File: src/rtl/ssr_pkg.sv
package ssr_pkg;

    localparam int ADDR_W = 7;

    // Register addresses decoded from the command byte
    localparam logic [ADDR_W-1:0] A_CTRL      = 7'h02;
    localparam logic [ADDR_W-1:0] A_MODE      = 7'h04;
    localparam logic [ADDR_W-1:0] A_SENSE_B0  = 7'h10;
    localparam logic [ADDR_W-1:0] A_SENSE_ALL = 7'h78;
    localparam logic [ADDR_W-1:0] A_THR_GND   = 7'h3A;
    localparam logic [ADDR_W-1:0] A_THR_SUP   = 7'h3C;

    localparam logic [15:0] THR_RST = 16'h0206;

    // Threshold register: high byte hysteresis, low byte centre
    typedef struct packed {
        logic [7:0] hyst;
        logic [7:0] ctr;
    } thr_t;

    typedef struct packed {
        logic srst;
        logic test;
    } ctrl_t;

    typedef enum logic [1:0] {
        PH_IDLE,
        PH_CMD,
        PH_WDATA,
        PH_RDATA
    } phase_e;

    function automatic logic is_thr(input logic [ADDR_W-1:0] a);
        return (a == A_THR_GND) || (a == A_THR_SUP);
    endfunction

endpackage

File: src/rtl/ssr_sync.sv
module ssr_sync #(
    parameter int             W       = 3,
    parameter int             STAGES  = 2,
    parameter logic [W-1:0]   RST_VAL = '0
) (
    input  logic         clk,
    input  logic         rst,
    input  logic [W-1:0] d,
    output logic [W-1:0] q
);
    logic [W-1:0] st [STAGES];

    for (genvar g = 0; g < STAGES; g++) begin : g_stg
        if (g == 0) begin : g_first
            always_ff @(posedge clk) begin
                if (rst) st[g] <= RST_VAL;
                else     st[g] <= d;
            end
        end else begin : g_next
            always_ff @(posedge clk) begin
                if (rst) st[g] <= RST_VAL;
                else     st[g] <= st[g-1];
            end
        end
    end

    assign q = st[STAGES-1];
endmodule

File: src/rtl/ssr_shifter.sv
module ssr_shifter
    import ssr_pkg::*;
#(
    parameter int TXW = 32
) (
    input  logic              clk,
    input  logic              rst,
    input  logic              sclk_s,
    input  logic              cs_n_s,
    input  logic              mosi_s,
    input  logic [TXW-1:0]    rd_word,
    output logic [ADDR_W-1:0] rd_addr,
    output logic              wr_stb,
    output logic [ADDR_W-1:0] wr_addr,
    output logic [1:0]        wr_idx,
    output logic [7:0]        wr_byte,
    output logic              miso
);
    logic              sclk_d;
    logic [2:0]        bit_cnt;
    logic [6:0]        rx_sr;
    phase_e            ph;
    logic [ADDR_W-1:0] addr_q;
    logic [1:0]        idx_q;
    logic [TXW-1:0]    tx_sr;
    logic              miso_q;

    logic       cs_act, rise, fall, byte_end, cmd_stb;
    logic [7:0] full_byte;

    assign cs_act    = !cs_n_s;
    assign rise      = cs_act && sclk_s && !sclk_d;
    assign fall      = cs_act && !sclk_s && sclk_d;
    assign byte_end  = rise && (bit_cnt == 3'd7);
    assign full_byte = {rx_sr, mosi_s};
    assign cmd_stb   = byte_end && (ph == PH_CMD);

    assign rd_addr = full_byte[6:0];
    assign wr_stb  = byte_end && (ph == PH_WDATA);
    assign wr_addr = addr_q;
    assign wr_idx  = idx_q;
    assign wr_byte = full_byte;
    assign miso    = miso_q;

    always_ff @(posedge clk) begin
        if (rst) begin
            sclk_d  <= 1'b0;
            bit_cnt <= '0;
            rx_sr   <= '0;
            ph      <= PH_IDLE;
            addr_q  <= '0;
            idx_q   <= '0;
            tx_sr   <= '0;
            miso_q  <= 1'b0;
        end else begin
            sclk_d <= sclk_s;
            if (!cs_act) begin
                ph      <= PH_IDLE;
                bit_cnt <= '0;
                idx_q   <= '0;
                miso_q  <= 1'b0;
            end else begin
                if (ph == PH_IDLE) ph <= PH_CMD;
                if (rise) begin
                    rx_sr   <= full_byte[6:0];
                    bit_cnt <= bit_cnt + 3'd1;
                end
                if (cmd_stb) begin
                    addr_q <= full_byte[6:0];
                    ph     <= full_byte[7] ? PH_RDATA : PH_WDATA;
                    if (full_byte[7]) tx_sr <= rd_word;
                end
                if (wr_stb && idx_q != 2'd3) idx_q <= idx_q + 2'd1;
                if (fall) begin
                    if (ph == PH_RDATA) begin
                        miso_q <= tx_sr[TXW-1];
                        tx_sr  <= {tx_sr[TXW-2:0], 1'b0};
                    end else begin
                        miso_q <= 1'b0;
                    end
                end
            end
        end
    end


    miso_idle_chk: assert property (@(posedge clk) disable iff (rst)
        cs_n_s |=> !miso_q);

endmodule

File: src/rtl/ssr_regfile.sv
module ssr_regfile
    import ssr_pkg::*;
#(
    parameter int N_CH = 32,
    parameter int TXW  = N_CH
) (
    input  logic              clk,
    input  logic              rst,
    input  logic              wr_stb,
    input  logic [ADDR_W-1:0] wr_addr,
    input  logic [1:0]        wr_idx,
    input  logic [7:0]        wr_byte,
    input  logic [ADDR_W-1:0] rd_addr,
    input  logic [N_CH-1:0]   sense_in,
    output logic [TXW-1:0]    rd_word,
    output logic              soft_rst_o,
    output logic              test_mode_o
);
    localparam int NB = N_CH / 8;

    ctrl_t         ctrl_q;
    logic [NB-1:0] mode_q;
    thr_t          thr_gnd_q, thr_sup_q;
    logic [7:0]    stage_q;

    assign soft_rst_o  = ctrl_q.srst;
    assign test_mode_o = ctrl_q.test;

    always_ff @(posedge clk) begin
        if (rst) begin
            ctrl_q    <= '0;
            mode_q    <= '0;
            thr_gnd_q <= thr_t'(THR_RST);
            thr_sup_q <= thr_t'(THR_RST);
            stage_q   <= '0;
        end else if (wr_stb) begin
            if (wr_addr == A_CTRL) begin
                if (wr_idx == 2'd0) begin
                    if (ctrl_q.srst && !wr_byte[1]) begin
                        ctrl_q    <= '0;
                        mode_q    <= '0;
                        thr_gnd_q <= thr_t'(THR_RST);
                        thr_sup_q <= thr_t'(THR_RST);
                        stage_q   <= '0;
                    end else begin
                        ctrl_q <= ctrl_t'(wr_byte[1:0]);
                    end
                end
            end else if (!ctrl_q.srst) begin
                if (wr_addr == A_MODE && wr_idx == 2'd0)
                    mode_q <= wr_byte[NB-1:0];
                if (is_thr(wr_addr)) begin
                    if (wr_idx == 2'd0) begin
                        stage_q <= wr_byte;
                    end else if (wr_idx == 2'd1) begin
                        if (wr_addr == A_THR_GND) thr_gnd_q <= thr_t'({stage_q, wr_byte});
                        else                      thr_sup_q <= thr_t'({stage_q, wr_byte});
                    end
                end
            end
        end
    end

    always_comb begin
        rd_word = '0;
        case (rd_addr)
            A_CTRL:      rd_word[TXW-1 -: 8]  = {6'b0, ctrl_q};
            A_MODE:      rd_word[TXW-1 -: 8]  = 8'(mode_q);
            A_THR_GND:   rd_word[TXW-1 -: 16] = thr_gnd_q;
            A_THR_SUP:   rd_word[TXW-1 -: 16] = thr_sup_q;
            A_SENSE_ALL: rd_word              = sense_in;
            default:     rd_word              = '0;
        endcase
        for (int i = 0; i < NB; i++) begin
            if (rd_addr == A_SENSE_B0 + 7'(2 * i))
                rd_word[TXW-1 -: 8] = sense_in[8*i +: 8];
        end
    end


    srst_hold_chk: assert property (@(posedge clk) disable iff (rst)
        (wr_stb && wr_addr == A_MODE && ctrl_q.srst) |=> $stable(mode_q));


    thr_partial_chk: assert property (@(posedge clk) disable iff (rst)
        (wr_stb && wr_idx == 2'd0 && wr_addr == A_THR_GND) |=> $stable(thr_gnd_q));


    beyond_width_chk: assert property (@(posedge clk) disable iff (rst)
        (wr_stb && wr_idx >= 2'd2) |=> ($stable(thr_gnd_q) && $stable(thr_sup_q)
                                        && $stable(mode_q) && $stable(ctrl_q)));


    ro_write_chk: assert property (@(posedge clk) disable iff (rst)
        (wr_stb && wr_addr == A_SENSE_ALL) |=> ($stable(thr_gnd_q) && $stable(thr_sup_q)
                                               && $stable(mode_q) && $stable(ctrl_q)));

endmodule

File: src/rtl/spi_sense_regs.sv
module spi_sense_regs
    import ssr_pkg::*;
#(
    parameter int N_CH        = 32,
    parameter int SYNC_STAGES = 2
) (
    input  logic            clk,
    input  logic            rst,
    input  logic            sclk,
    input  logic            cs_n,
    input  logic            mosi,
    output logic            miso,
    input  logic [N_CH-1:0] sense_in,
    output logic            soft_rst_o,
    output logic            test_mode_o
);
    localparam int TXW = N_CH;

    logic [2:0]        pins_s;
    logic [TXW-1:0]    rd_word;
    logic [ADDR_W-1:0] rd_addr, wr_addr;
    logic              wr_stb;
    logic [1:0]        wr_idx;
    logic [7:0]        wr_byte;

    ssr_sync #(.W(3), .STAGES(SYNC_STAGES), .RST_VAL(3'b010)) i_sync (
        .clk (clk),
        .rst (rst),
        .d   ({sclk, cs_n, mosi}),
        .q   (pins_s)
    );

    ssr_shifter #(.TXW(TXW)) i_shift (
        .clk     (clk),
        .rst     (rst),
        .sclk_s  (pins_s[2]),
        .cs_n_s  (pins_s[1]),
        .mosi_s  (pins_s[0]),
        .rd_word (rd_word),
        .rd_addr (rd_addr),
        .wr_stb  (wr_stb),
        .wr_addr (wr_addr),
        .wr_idx  (wr_idx),
        .wr_byte (wr_byte),
        .miso    (miso)
    );

    ssr_regfile #(.N_CH(N_CH), .TXW(TXW)) i_regs (
        .clk         (clk),
        .rst         (rst),
        .wr_stb      (wr_stb),
        .wr_addr     (wr_addr),
        .wr_idx      (wr_idx),
        .wr_byte     (wr_byte),
        .rd_addr     (rd_addr),
        .sense_in    (sense_in),
        .rd_word     (rd_word),
        .soft_rst_o  (soft_rst_o),
        .test_mode_o (test_mode_o)
    );
endmodule

File: config.mk
export PLATFORM = sky130hd
export DESIGN_NAME = spi_sense_regs
export DESIGN_NICKNAME = d
export VERILOG_FILES = /design/src/rtl/ssr_pkg.sv /design/src/rtl/ssr_sync.sv /design/src/rtl/ssr_shifter.sv /design/src/rtl/ssr_regfile.sv /design/src/rtl/spi_sense_regs.sv
export SDC_FILE = /design/constraint.sdc
export NUM_CORES = 1
export LEC_CHECK = 0
export BUFFER_PORTS_ARGS = -buffer_cell sky130_fd_sc_hd__buf_2
export CAP_MARGIN = 20
export CORE_UTILIZATION = 30
export DETAILED_ROUTE_END_ITERATION = 6
export PLACE_DENSITY = 0.54
export SLEW_MARGIN = 20
export SYNTH_ARGS = -nofsm -noshare
export SYNTH_HDL_FRONTEND = slang
export SYNTH_SLANG_ARGS = --single-unit
File: constraint.sdc
create_clock -name clk -period 3.2 [get_ports clk]
set_input_delay 0.64 -clock clk [delete_from_list [all_inputs] [get_ports clk]]
set_output_delay 0.64 -clock clk [all_outputs]
set_load 0.01 [all_outputs]
==> impl_metrics.ini <==
[placement]
place_congestion = 0.886
io_buffers = 39
place_area_um2 = 5530
dpl.hpwl_um = 10700
placed_cells = 807
dp_slack_ns = 0.423

[synthesis]
synthCells = 574
synth_edf_count = 0
synth_seq_area_share = 0.417
synthMuxAreaShare = 0.119
synth_fa_ha_area_frac = 0.0170
synth_xor_area_frac = 0.00341
synth_top_family_by_area = simple AND/OR/NAND/NOR gates
synthSimpleGateAreaFrac = 0.211
netlist_area_um2 = 5140
synth_cell_types = 63
synth-seq-cells = 107
avgSynthCellArea_um2 = 8.95
synth-compound-area-share = 0.181
synthFlopType = dfxtp_1
ys_warn_count = 0
syn-num-nets = 618
async_flop_share = 0

[detailed_routing]
avgRoutedWirePerCell_um = 17.6
ant_nets = 0
vias_per_cell = 5.42
drt_iter0_markers = 515
finalWirelength_um = 14500
vias = 4464
drc = 4
dr.pass1.iters = 7

[grt]
grt.total_usage = 0.164
grt_max_degree = 36
grt_pass1_wl_um = 22600
grt-ovfl-total = 0
antenna_found_initial = 0
grt_pass1_vias = 4234

[hold_path]
worstHoldPathType = flop to flop
holdCritStartpoint = i_sync.st[0][1]
holdPathEnd = i_sync.st[1][1]
min_path_cells = 1

[die]
core_area_um2 = 16600
pin_count = 40
fp.dieArea_um2 = 17700
start_util = 0.309
die-height_um = 133
fp-row-count = 47
dieWidth_um = 133

[outcome]
status = finished, violations left
violations = design-rule violations

[setup_path]
rr_startpoint = i_shift.wr_addr[3]
crit_path_end_kind = flop
path_class = flop to flop
cp_max_fo = 16
required_ns = 3.48
setup.worst_path.start_class = flop
r2r_end = i_regs.thr_sup_q[4]
crit_arrival_ns = 3.03
rrSetupSlack_ns = 0.45
rr_worst_depth = 7

[clock_network]
insertion_delay_ns = 0.35
ctsResizeCount = 0
htreeDepth = 3
cts_buffers = 9
cts_sinks = 107
postCtsSetupBuffers = 0
clockRootBuffer = clkbuf_16
holdBufCountCts = 0
clockBufferDepth = 2
clk_pin_slew_worst_paths_ns = 0.08
cts_tree = yes

[layout]
nNetsFinal = 642
final_common_cell = dfxtp_1
layout-drive-gt1-share = 0.151
final_cell_area_um2 = 5820
syn_to_final_growth_pct = 13.3
multi_input_area_um2 = 2740
fin_cells = 823
antenna_cells = 0
fill_cells = 1702
mostFrequentLayoutCells = 107 x dfxtp_1, 75 x nor2_1, 61 x mux2i_1, 48 x nand2_1, 39 x buf_2
register_area_um2 = 2140

[timing]
setup_violations = 0
fmax_ghz = 0.363
clock_skew_ns = 0.0120
setup_slack_ns = 0.449
relSlewSlack = 0.262
worst_pin_slew_ns = 1.10
timing.setup.tns_ns = 0
post-route-period-util = 0.860
fin_crit_ns = 2.75
drv_slew = 0
rsz0062_at_grt = no
hold_violations = 0

[power_and_ir_drop]
vdd_ir_drop_max_mv = 0.195
power.leakage_nw = 2.37
p_per_area_nw_per_um2 = 431

[job]
maxCapViolCount = 0
==> critical path: stages, from the launching register on <==
cell and delay (ns):
dfxtp_1 0.33, or4_4 0.54, or3_1 0.37, inv_1 0.09, ha_1 0.23, o31ai_1 0.07, a2111o_1 0.76, mux2i_1 0.27
==> power breakdown <==
part / switching (mW) / internal (mW) / total (mW)
Clock: 0.520 / 0.563 / 1.08
Sequential: 0.00274 / 1.33 / 1.34
Combinational: 0.0595 / 0.0312 / 0.0907
Total: 0.582 / 1.93 / 2.51
==> sequential cells by signal, indices dropped and copies added, names as in the netlist, 3 cells and up <==
register	count
i_shift.tx_sr	32
i_regs.thr_gnd_q	16
i_regs.thr_sup_q	16
i_regs.stage_q	8
i_shift.rx_sr	7
i_shift.wr_addr	7
i_sync.st	6
i_regs.mode_q	4
i_shift.bit_cnt	3
==> routing by layer <==
metal / share of wire / up-vias / wire length (um) / track usage
met5: 0 / - / 0 / 0
met4: 0.025 / 0 / 367 / 0.0709
met3: 0.043 / 22 / 629 / 0.0172
met2: 0.48 / 122 / 6900 / 0.277
met1: 0.46 / 2155 / 6600 / 0.211
li1: - / 2165 / - / -
==> Yosys cell counts (2+ instances only) <==
library cell / number / area (um2)
and4b_1: 2 / 20.0
nor2b_1: 11 / 68.8
xnor2_1: 2 / 17.5
nand2b_1: 5 / 31.3
o21ai_1: 2 / 10.0
or3_1: 6 / 37.5
dfxtp_1: 107 / 2140
o21ai_0: 22 / 110
a31oi_1: 4 / 25.0
and2_0: 2 / 12.5
and2_1: 3 / 18.8
a222oi_1: 23 / 230
nor4_1: 5 / 31.3
nand3_1: 15 / 75.1
ha_1: 7 / 87.6
o22ai_1: 2 / 12.5
nor4_2: 2 / 25.0
nor3_1: 14 / 70.1
a21oi_1: 15 / 75.1
inv_1: 10 / 37.5
buf_6: 4 / 45.0
nor4b_1: 2 / 17.5
a22o_1: 9 / 78.8
and3_1: 3 / 18.8
buf_2: 4 / 20.0
o22a_1: 5 / 43.8
o211ai_1: 2 / 15.0
clkbuf_1: 33 / 124
a22oi_1: 19 / 143
buf_1: 2 / 7.51
o31ai_1: 2 / 15.0
or4_1: 3 / 22.5
or2_2: 6 / 37.5
mux2i_1: 61 / 611
o41ai_1: 2 / 17.5
nand2_1: 48 / 180
a2111o_1: 2 / 22.5
a211oi_1: 2 / 15.0
o32ai_1: 2 / 17.5
nor2_1: 75 / 282
nand3b_1: 5 / 37.5
nand4_1: 3 / 18.8
==> cell families after synthesis <==
group           after synthesis
flops                       107
fa+ha+maj                     7
compound gates              124
mux                          61
buf+inv                      56
xor+xnor                      2
simple gates                217
==> through the flow <==
step | hold slack (ns) | utilization | power (mW)
after floorplan | 0.389 | - | 1.40
after global placement | 0.394 | 0.332 | 1.46
after detailed placement | 0.398 | 0.332 | 1.46
after CTS | 0.415 | 0.350 | 2.54
after global routing | 0.423 | 0.350 | 2.59
final | 0.410 | 0.350 | 2.51
==> worst max path at each step <==
stage	endpoint	from	cells after the start
3_3_place_gp	i_regs.thr_sup_q[5]	i_shift.wr_addr[3]	7
4_1_cts	i_regs.thr_sup_q[4]	i_shift.wr_addr[3]	7
5_1_grt	i_regs.thr_sup_q[4]	i_shift.wr_addr[3]	7
6_report	i_regs.thr_sup_q[4]	i_shift.wr_addr[3]	7
3_5_place_dp	i_regs.thr_sup_q[4]	i_shift.wr_addr[3]	7
2_1_floorplan	i_regs.thr_sup_q[9]	i_shift.wr_addr[3]	10
==> final cells by class <==
cell class	count	share of cell area
Multi-Input combinational cell	411	0.470
Timing Repair Buffer	58	0.0580
Tap cell	220	0.0473
Clock inverter	5	0.00795
Clock buffer	11	0.0417
Inverter	11	0.00709
Sequential cell	107	0.368
Note: power is estimated with default switching activity, not from simulation.
